$ cat src/rtl/vds_pkg.sv
package vds_pkg;

    typedef enum logic {
        SCAN_DEINT  = 1'b0,
        SCAN_DIRECT = 1'b1
    } scan_mode_e;

    typedef enum logic {
        LEAD_RISE = 1'b0,
        LEAD_FALL = 1'b1
    } lead_edge_e;

    typedef struct packed {
        logic act_prev;
        logic sampled;
        logic pulse;
    } pick_state_t;

endpackage

$ cat src/rtl/vds_sync.sv
module vds_sync #(
    parameter int STAGES = 2
) (
    input  logic clk,
    input  logic rst_n,
    input  logic async_i,
    output logic sync_o
);

    logic [STAGES-1:0] chain_d, chain_q;

    always_comb begin
        chain_d[0] = async_i;
        for (int i = 1; i < STAGES; i++) begin
            chain_d[i] = chain_q[i-1];
        end
    end

    always_ff @(posedge clk or negedge rst_n) begin
        if (!rst_n) begin
            chain_q <= '0;
        end else begin
            chain_q <= chain_d;
        end
    end

    assign sync_o = chain_q[STAGES-1];

endmodule

$ cat src/rtl/vds_glitch_filter.sv
module vds_glitch_filter #(
    parameter int MIN_WIDTH = 2
) (
    input  logic clk,
    input  logic rst_n,
    input  logic lvl_i,
    output logic lvl_o
);

    localparam int CW = (MIN_WIDTH < 2) ? 1 : $clog2(MIN_WIDTH + 1);
    localparam logic [CW:0] MIN_C = (CW + 1)'(MIN_WIDTH);

    typedef struct packed {
        logic          lvl;
        logic [CW-1:0] run;
    } filt_state_t;

    filt_state_t st_d, st_q;
    logic [CW:0] run_next;

    assign run_next = {1'b0, st_q.run} + (CW + 1)'(1);

    generate
        if (MIN_WIDTH <= 1) begin : g_pass
            always_comb begin
                st_d     = st_q;
                st_d.lvl = lvl_i;
                st_d.run = '0;
            end
        end else begin : g_run
            always_comb begin
                st_d = st_q;
                if (lvl_i == st_q.lvl) begin
                    st_d.run = '0;
                end else if (run_next >= MIN_C) begin
                    st_d.lvl = lvl_i;
                    st_d.run = '0;
                end else begin
                    st_d.run = run_next[CW-1:0];
                end
            end

            AST_FILT_HELD_TWO: assert property (@(posedge clk) disable iff (!rst_n)
                !$stable(st_q.lvl) |-> ($past(lvl_i, 2) == st_q.lvl));
        end
    endgenerate

    always_ff @(posedge clk or negedge rst_n) begin
        if (!rst_n) begin
            st_q <= '0;
        end else begin
            st_q <= st_d;
        end
    end

    assign lvl_o = st_q.lvl;

    AST_FILT_FROM_INPUT: assert property (@(posedge clk) disable iff (!rst_n)
        !$stable(st_q.lvl) |-> ($past(lvl_i) == st_q.lvl));

endmodule

$ cat src/rtl/vds_line_timer.sv
module vds_line_timer #(
    parameter int LINE_LEN = 432,
    localparam int PW = $clog2(LINE_LEN)
) (
    input  logic          clk,
    input  logic          rst_n,
    input  logic          href_lvl_i,
    output logic [PW-1:0] pos_o
);

    localparam logic [PW-1:0] LAST_C = PW'(LINE_LEN - 1);

    typedef struct packed {
        logic          prev;
        logic [PW-1:0] cnt;
    } line_state_t;

    line_state_t st_d, st_q;
    logic        start_w;

    assign start_w = href_lvl_i & ~st_q.prev;

    always_comb begin
        st_d      = st_q;
        st_d.prev = href_lvl_i;
        if (start_w || st_q.cnt == LAST_C) begin
            st_d.cnt = '0;
        end else begin
            st_d.cnt = st_q.cnt + PW'(1);
        end
    end

    always_ff @(posedge clk or negedge rst_n) begin
        if (!rst_n) begin
            st_q <= '0;
        end else begin
            st_q <= st_d;
        end
    end

    assign pos_o = st_q.cnt;

    AST_LINE_RESTART: assert property (@(posedge clk) disable iff (!rst_n)
        (href_lvl_i && !st_q.prev) |=> (pos_o == '0));

    AST_LINE_WRAP: assert property (@(posedge clk) disable iff (!rst_n)
        (pos_o == LAST_C) |=> (pos_o == '0));

    AST_LINE_STEP: assert property (@(posedge clk) disable iff (!rst_n)
        (!href_lvl_i && pos_o != LAST_C) |=> (pos_o == $past(pos_o) + PW'(1)));

endmodule

$ cat src/rtl/vsync_deint_sampler.sv
module vsync_deint_sampler #(
    parameter int LINE_LEN    = 432,
    parameter int EARLY_POS   = 42,
    parameter int LATE_POS    = 258,
    parameter int MIN_WIDTH   = 2,
    parameter int SYNC_STAGES = 2
) (
    input  logic clk,
    input  logic rst_n,
    input  logic href_i,
    input  logic vref_i,
    input  logic direct_mode_i,
    input  logic late_phase_i,
    input  logic fall_lead_i,
    output logic vreset_o
);

    import vds_pkg::*;

    localparam int PW = $clog2(LINE_LEN);
    localparam logic [PW-1:0] EARLY_C = PW'(EARLY_POS);
    localparam logic [PW-1:0] LATE_C  = PW'(LATE_POS);

    logic          href_s, vref_s, vref_f;
    logic [PW-1:0] pos_w;
    logic          act_w, at_sample_w, direct_hit_w, deint_hit_w;
    scan_mode_e    mode_w;
    lead_edge_e    lead_w;
    pick_state_t   st_d, st_q;

    vds_sync #(.STAGES(SYNC_STAGES)) u_href_sync (
        .clk    (clk),
        .rst_n  (rst_n),
        .async_i(href_i),
        .sync_o (href_s)
    );

    vds_sync #(.STAGES(SYNC_STAGES)) u_vref_sync (
        .clk    (clk),
        .rst_n  (rst_n),
        .async_i(vref_i),
        .sync_o (vref_s)
    );

    vds_glitch_filter #(.MIN_WIDTH(MIN_WIDTH)) u_vref_filt (
        .clk  (clk),
        .rst_n(rst_n),
        .lvl_i(vref_s),
        .lvl_o(vref_f)
    );

    vds_line_timer #(.LINE_LEN(LINE_LEN)) u_line (
        .clk       (clk),
        .rst_n     (rst_n),
        .href_lvl_i(href_s),
        .pos_o     (pos_w)
    );

    assign mode_w       = scan_mode_e'(direct_mode_i);
    assign lead_w       = lead_edge_e'(fall_lead_i);
    assign act_w        = (lead_w == LEAD_FALL) ? ~vref_f : vref_f;
    assign at_sample_w  = (pos_w == (late_phase_i ? LATE_C : EARLY_C));
    assign direct_hit_w = act_w & ~st_q.act_prev;
    assign deint_hit_w  = at_sample_w & act_w & ~st_q.sampled;

    always_comb begin
        st_d          = st_q;
        st_d.act_prev = act_w;
        if (at_sample_w) begin
            st_d.sampled = act_w;
        end
        st_d.pulse = (mode_w == SCAN_DIRECT) ? direct_hit_w : deint_hit_w;
    end

    always_ff @(posedge clk or negedge rst_n) begin
        if (!rst_n) begin
            st_q.act_prev <= 1'b1;
            st_q.sampled  <= 1'b1;
            st_q.pulse    <= 1'b0;
        end else begin
            st_q <= st_d;
        end
    end

    assign vreset_o = st_q.pulse;

    AST_SINGLE_PULSE: assert property (@(posedge clk) disable iff (!rst_n)
        vreset_o |=> !vreset_o);

    AST_DEINT_ONLY_AT_POINT: assert property (@(posedge clk) disable iff (!rst_n)
        (!direct_mode_i && pos_w != EARLY_C && pos_w != LATE_C) |=> !vreset_o);

    AST_DIRECT_NEEDS_EDGE: assert property (@(posedge clk) disable iff (!rst_n)
        (direct_mode_i && $stable(vref_f) && $stable(fall_lead_i)) |=> !vreset_o);

    AST_DEINT_SEES_ACTIVE: assert property (@(posedge clk) disable iff (!rst_n)
        (!direct_mode_i && !act_w) |=> !vreset_o);

endmodule

$ cat config.mk
export PLATFORM = sky130hd
export DESIGN_NAME = vsync_deint_sampler
export DESIGN_NICKNAME = d
export VERILOG_FILES = /design/src/rtl/vds_pkg.sv /design/src/rtl/vds_sync.sv /design/src/rtl/vds_glitch_filter.sv /design/src/rtl/vds_line_timer.sv /design/src/rtl/vsync_deint_sampler.sv
export SDC_FILE = /design/constraint.sdc
export NUM_CORES = 1
export LEC_CHECK = 0
export ABC_AREA = 1
export ABC_CLOCK_PERIOD_IN_PS = 1740
export BUFFER_PORTS_ARGS = -buffer_cell sky130_fd_sc_hd__buf_2
export CAP_MARGIN = 20
export CORE_MARGIN = 3
export CORE_UTILIZATION = 45
export DETAILED_ROUTE_END_ITERATION = 6
export GPL_ROUTABILITY_DRIVEN = 0
export PLACE_DENSITY = 0.64
export RECOVER_POWER = 100
export REMOVE_ABC_BUFFERS = 1
export SYNTH_ARGS = -nofsm -noshare
export SYNTH_HDL_FRONTEND = slang
export SYNTH_SLANG_ARGS = --single-unit
export TNS_END_PERCENT = 20
$ cat constraint.sdc
create_clock -name clk -period 1.74 [get_ports clk]
set_clock_uncertainty 0.05 [all_clocks]
set_input_delay 0.261 -clock clk [delete_from_list [all_inputs] [get_ports clk]]
set_output_delay 0.261 -clock clk [all_outputs]
set_load 0.01 [all_outputs]
After elaboration in Yosys (flattened, before gate mapping)
Index checks and enable logic that the tools add are counted.
{ "word_totals": {"register_bits": 20, "inputBits": 7, "out_inout_bits": 1, "wordCells": 32} }
{ "classes": {"n_addsub": 2, "order_cmp": 1, "eq_ne": 3, "mux": 6, "bitwise": 9, "reduce_logical": 2} }
{ "op_table": {"columns": ["op", "count"], "rows": [
  ["$mux 9", 2],
  ["$add 9x1->9 const B", 1],
  ["$eq 9x9->1", 1],
  ["$eq 9x9->1 const B", 1],
  ["$not 1->1", 5],
  ["$and 1x1->1", 4],
  ["$mux 2", 2],
  ["$add 2x1->3 const B", 1],
  ["$ge 3x2->1 const B", 1],
  ["$mux 1", 2],
  ["$reduce_and 2->1", 1],
  ["$eq 1x1->1", 1],
  ["$logic_or 1x1->1", 1]
]} }

Longest topological paths before layout
Gate-level depths: netlist of run 1.
{ "logic_depth": {"word_depth": 5, "ltp_mapped": 9} }

Cells and area by module
A second synthesis of run 1 with hierarchy kept.
{ "hier_totals": {"hier_cells": 120, "area_unflattened_um2": 1007.2} }
{ "by_module_without_submodules": {"columns": ["mod", "n_inst", "cells_each", "area_each_um2", "seq_area_each_um2"], "rows": [
  ["vds_line_timer", 1, 72, 566.8, 250.2],
  ["vsync_deint_sampler", 1, 26, 190.2, 77.6],
  ["vds_glitch_filter", 1, 18, 150.1, 75.1],
  ["vds_sync", 2, 2, 50.0, 50.0]
]} }

Worst setup path after synthesis of run 1
Ideal clock, no wire load.
{ "synth_path": {"path_type": "reg2reg", "from": "register u_line.st_q (netlist bit u_line.pos_o[0])", "to": "register u_line.st_q (netlist bit u_line.pos_o[2])", "t_arrival_ps": 1108, "required_time_ps": 1610, "path_slack_ps": 502, "path_stages_with_launch": 9, "path_buffers": 0, "synth_period_minus_slack_ps": 1238, "path_cell_list": "dfrtp_1 ha_1 nand2_1 inv_2 nand2_4 nor2_4 nand2_2 nand2_4 nor3_2"} }
{ "synth_lines": {"columns": ["item", "line", "source"], "rows": [
  ["from (decl)", "vds_line_timer.sv:18", "line_state_t st_d, st_q;"],
  ["from (signal assigned)", "vds_line_timer.sv:37", "st_q <= st_d;"]
]} }

==> results of run 1 <==
[through the flow]
step                utilization, %  worst slack [ns]
finish                        53.2             0.282
global placement              51.6             0.464
CTS                           53.9             0.390
floorplan                        -             0.502
detailed placement            51.6             0.409
global route                  53.2             0.202
[worst max-delay path, delay by kind of cell (launching register included)]
| family | cells | cell delay [ns] |
|---|---|---|
| DFF | 1 | 0.42 |
| and+or+nand+nor | 6 | 0.62 |
| buffers and inverters | 1 | 0.07 |
| adders and majority gates | 1 | 0.22 |
[flip-flops by register name (all words and copies together), names as in the netlist]
signal and flops:
u_vref_filt.lvl_o 1, u_vref_filt.st_q 2, vreset_o 1, st_q 2
u_vref_sync.chain_q 2, u_line.st_q 1, u_href_sync.chain_q 2, u_line.pos_o 9
[path summary, 6_finish.rpt]
path | to | slack (ns) | depth (start not counted)
max | u_line.pos_o[2] | 0.28 | 8
min | u_vref_sync.chain_q[0] | 0.02 | 1
max reg2reg | u_line.pos_o[2] | 0.28 | 8
min reg2reg | u_vref_sync.chain_q[1] | 0.31 | 0
max in group asynchronous | u_line.pos_o[6] | 0.42 | 2
min in group asynchronous | vreset_o | 0.60 | 2
[cell type report]
class	count	area, um2
Timing Repair Buffer	9	52.6
Inverter	14	52.6
Clock buffer	4	36.3
Multi-Input combinational cell	69	375
Sequential cell	20	503
Fill cell	183	928
Tap cell	27	33.8
[synth_stat cells, drive strengths merged]
cell    number
xor2         1
dfstp        2
mux2         1
nor2        19
a21oi        3
ha           4
inv         14
nand2       22
dfrtp       18
buf          1
nor3         4
nand3b       1
xnor2        1
nand3       12
nand4        1
[report_power, final]
group	total (mW)	internal (mW)	switching, mW
clock	0.258	0.127	0.131
sequential	0.617	0.558	0.0586
combinational	0.251	0.112	0.139
total	1.13	0.798	0.328
[metal layers]
layer  global-route usage, %  vias up
li1                        -      350
met1                    15.2      319
met2                    20.1       12
met3                    3.42        2
met4                    7.66        0
met5                       0        -
[cells in the final DEF, fill, tap and decap left out, drive strengths merged]
cell         count
nand2           22
nor2            19
dfrtp           18
inv             14
nand3           12
clkbuf           6
buf              5
ha               4
nor3             4
a21oi            3
dlygate4sd3      2
dfstp            2
xnor2            1
xor2             1
nand4            1
nand3b           1
mux2             1
[kinds of logic after synthesis]
family                   count (synthesis)  share of synthesized area [%]
multiplexers                             1                           1.17
buffers and inverters                   15                           6.25
flip-flops                              20                           52.3
adder cells (fa/ha/maj)                  4                           5.21
AND/OR/NAND/NOR                         59                           31.3
XOR/XNOR                                 2                           1.82
AO/OA/AOI/OAI                            3                           1.95
[repair_timing]
action | 4_1_cts | 5_1_grt
hold buffers | 1 | 1
buffers inserted | 0 | 0
endpoints found under the setup margin | 0 | 0
endpoints found under the hold margin | 18 | 1
==> impl_metrics.toml, run 1 <==
[outcome]
status = "finished, final reports clean"

[global_route]
grt_pass1_vias = 634
grt_first_pass_wirelength_um = 2490
grt_use_total_pct = 12.6
antenna_found_initial = 0
grt_max_degree = 21
grt-ovfl-total = 0

[synth]
synth_cells = 104
ys_ff_latch = 20
syn_area_per_cell_um2 = 9.24
ys_types = 22
synth-seq-area-share_pct = 52.3
yosysTopAreaCell = "dfrtp_1"
ys_warn_count = 0
synth_top_area_share_pct = 46.9
synth_area_leaders = "dfrtp_1, nand2_1, nand3_1"
syn_area_um2 = 961

[setup_path]
crit_fanout = 5
cpMaxStageDelayCell = "dfrtp_1"
start_kind = "register"
cp_cell_sequence = "ha_1, nand2_1, inv_1, nand2_4, nor2_1, nand2_1, nand2_4, nor3_1"
setup.worst_path.class = "reg -> reg"
cp.arrival_ns = 1.62
cp-startpoint = "u_line.pos_o[0]"
worstReg2RegStart = "u_line.pos_o[0]"
required_ns = 1.90
cpPeakStageDelay_ns = 0.42
cp-end-kind = "register"

[sta]
fin_tns_setup_ns = 0
fmax_ghz = 0.686
finalHoldViolations = 0
setup_viol = 0
timing.hold.ws_ns = 0.0166
slew_viol_final = 0
rsz0062_at_grt = "false"
maxSlewHeadroom_pct = 31.7
period_needed_ns = 1.46
worst_pin_slew_ns = 1.02
fin_crit_sh_pct = 83.8

[floorplan]
core_area_mm2 = 0.00198
fp.dieArea_mm2 = 0.00273
die_w_um = 52.2
die_h_um = 52.2
start_util_pct = 48.5
rows = 16
pin_count = 8

[clock_network]
clockBufferDepth = 2
cts_root_buffer = "clkbuf_4"
cts_tree = "done"
clk_pin_slew_worst_paths_ns = 0.10
htreeDepth = 1
cts_resized = 0
clock_sinks = 20
numCtsBuffers = 3
clock_latency_ns = 0.29

[drt]
drtIter0Drc = 17
vias = 683
drt-total-wl_um = 1450
route.detailed.drc = 0
wl_per_cell_um = 10.1
wl_met3_um = 48
wl_met2_um = 670
top_layer_used = "met4"
ant_nets = 0
vias_per_cell = 4.78
firstDrtPassIters = 4
wl_met1_um = 706

[worst_hold_path]
hold_class = "in -> reg"
worstHoldStart = "vref_i"

[power_and_ir_drop]
vdd_drop_max_mv = 0.694
power_mw = 1.13
cellPowerDensity_mw_per_mm2 = 1070
power.leakage_nw = 0.526

[placement]
hpwlAfterDp_um = 1120
postPlaceCellArea_mm2 = 0.00102
dp_cells = 137
port_buffers = 7

[layout]
drive_gt1_share_pct = 16.4
final_area_mm2 = 0.00105
stdcell_count = 143
antenna_cells = 0
syn_to_final_growth_pct = 9.64
fin_nets = 128

[run]
cap_violations = 0
Note: power is estimated with default switching activity, not from simulation.
==> run 2: changes to the inputs <==
ABC_AREA = 0   (was 1)
ABC_CLOCK_PERIOD_IN_PS = 1500   (was 1740)
clock period = 1.5 ns   (was 1.74 ns; I/O delays follow)
==> run 2 against run 1 <==
Against the previous run: worst hold slack improved by 0.047 ns; area after synthesis fell by 7.4%; utilization rose by 7.7 points; highest routed layer unchanged.
==> impl_metrics.toml, run 2 <==
[layout]
nFillCells = 154
fin_nets = 108
largest_register_ffs = 9
syn_to_final_growth_pct = 23.3
mostFrequentLayoutCells = "dfrtp_1, nor2_1, o21ai_0, buf_4"
layout_commonest_cell = "dfrtp_1"
drive_gt1_share_pct = 27.1
final_area_mm2 = 0.00110
utilization_pct = 60.9
antenna_cells = 0

[synth]
synth_common_cells = "dfrtp_1, nor2_1, o21ai_0, inv_1"
synth_area_leaders = "dfrtp_1, dfstp_2, ha_1"
ys_types = 29
synth_top_area_share_pct = 50.6
yosysTopAreaCell = "dfrtp_1"
synth_cells = 76
ys_ff_latch = 20
synth-seq-area-share_pct = 56.5
synthArstFlopShare_pct = 100
ys_warn_count = 0
syn_area_per_cell_um2 = 11.7
yosys.cell_count.top_type = "dfrtp_1"
syn_area_um2 = 890
synth_edf_count = 0
ys.flop_type = "dfrtp_1"

[power_and_ir_drop]
power_frac_clock_pct = 29.4
comb_power_share_pct = 21.0
seqPwrFrac_pct = 49.7
vdd_drop_max_mv = 0.668
p_sw_share_pct = 26.6
p_sw_mw = 0.389
power.leakage_nw = 0.483
power_mw = 1.47
cellPowerDensity_mw_per_mm2 = 1340
p_int_mw = 1.08

[clock_network]
clk_pin_slew_worst_paths_ns = 0.11
clock_sinks = 20
clockBufferDepth = 2
htreeDepth = 1
cts_tree = "done"
cts_root_buffer = "clkbuf_4"
numCtsBuffers = 3
clock_latency_ns = 0.30

[sta]
finalHoldViolations = 0
fin_crit_sh_pct = 95.8
worst_pin_slew_ns = 1.03
fmax_ghz = 0.696
slew_viol_final = 0
rsz0062_at_grt = "false"
timing.hold.ws_ns = 0.0633
fin_tns_setup_ns = 0
period_needed_ns = 1.44
setup_viol = 0
maxSlewHeadroom_pct = 31.1

[setup_path]
setup.worst_path.class = "reg -> reg"
cp.arrival_ns = 1.63
cp-end-kind = "register"
start_kind = "register"
required_ns = 1.69
crit_fanout = 5

[global_route]
antenna_found_initial = 0
grt_first_pass_wirelength_um = 2470
grt_max_degree = 21
grt-ovfl-total = 0
grt_pass1_vias = 600
grt_use_total_pct = 13.3

[drt]
ant_nets = 0
drtIter0Drc = 6
vias = 605
wl_per_cell_um = 11.5
vias_per_cell = 5.00
drt-total-wl_um = 1390
firstDrtPassIters = 4
route.detailed.drc = 0

[floorplan]
die_h_um = 50.5
rows = 15
pin_count = 8
fp.dieArea_mm2 = 0.00255
start_util_pct = 49.4
core_area_mm2 = 0.00180
die_w_um = 50.5

[placement]
port_buffers = 7
postPlaceCellArea_um2 = 993
hpwlAfterDp_um = 958

[outcome]
status = "finished, final reports clean"

[worst_hold_path]
hold_class = "in -> reg"

[run]
cap_violations = 0
## run 2: changes by cell type after synthesis, moves of 2 or more
cell	delta
nand2_4	-2
nor2_2	-4
nor3_2	-2
o21ai_0	+6
nor2_4	-2
nor2_1	-6
inv_1	-7
inv_2	-2
nand2_1	-15
xor2_1	+2
nand3_1	-10
or3_1	+2
nor3_1	-2
## run 2: power by group through the flow
stage	clock, mW	sequential [mW]	combinational (mW)
after floorplan	0	0.730	0.185
after CTS	0.443	0.721	0.298
after global placement	0	0.731	0.279
final	0.430	0.728	0.307
after global routing	0.474	0.741	0.363
after detailed placement	0	0.731	0.285
## run 2: worst paths after layout
kind | start | to | slack (ns) | cells past startpoint
min reg2reg | u_href_sync.chain_q[0] | u_href_sync.chain_q[1] | 0.31 | 0
min in group asynchronous | rst_n | vreset_o | 0.56 | 2
max reg2reg | u_line.pos_o[3] | st_q[1] | 0.06 | 3
max in group asynchronous | rst_n | u_href_sync.chain_q[0] | 0.22 | 2
min | fall_lead_i | st_q[2] | 0.06 | 2
max | u_line.pos_o[3] | st_q[1] | 0.06 | 3
## run 2: worst max-delay path, cell delays in order (launching register included)
cell and delay (ns):
dfrtp_1 0.47, and4bb_2 0.25, o211ai_1 0.23, mux2_2 0.37
## run 2: metrics by stage
stage          setup slack [ns]  std cells
3_5_place_dp             0.0106        113
2_1_floorplan           0.00243         76
3_3_place_gp             0.0314        113
5_1_grt                  0.0259        121
6_report                 0.0637        121
4_1_cts                0.000495        120
## run 2: logic make-up (layout without fill, tap and decap cells)
group | count (synthesis) | count (layout) | share of synthesized area (%)
AOI/OAI and AO/OA | 12 | 12 | 8.44
adders and majority gates | 4 | 4 | 5.63
xor gates and xnor gates | 5 | 5 | 4.92
buffers and inverters | 5 | 25 | 2.11
DFF | 20 | 20 | 56.5
muxes | 2 | 2 | 2.53
and+or+nand+nor | 28 | 28 | 19.8
## run 2: repair_timing
| item | CTS | global route |
|---|---|---|
| setup buffers | 0 | 1 |
| pin swaps | 0 | 3 |
| resized for setup | 1 | 2 |
| hold endpoints to repair | 20 | 0 |
| endpoints found under the setup margin | 1 | 2 |
| hold buffers | 3 | 0 |
## run 2: layout make-up
cell class	count	area (um2)	share of cell area (%)
Clock buffer	3	22.5	2.05
Clock inverter	1	30.0	2.74
Inverter	5	18.8	1.71
Multi-Input combinational cell	51	384	35.0
Sequential cell	20	503	45.8
Tap cell	25	31.3	2.85
Timing Repair Buffer	16	108	9.81
## run 2: routing by layer
| metal | share of wire [%] | global-route usage, % | up-vias |
|---|---|---|---|
| met4 | 3.2 | 9.42 | 0 |
| li1 | - | - | 301 |
| met5 | 0 | 0 | - |
| met2 | 44 | 20.7 | 9 |
| met1 | 50 | 15.8 | 290 |
| met3 | 2.9 | 3.56 | 5 |
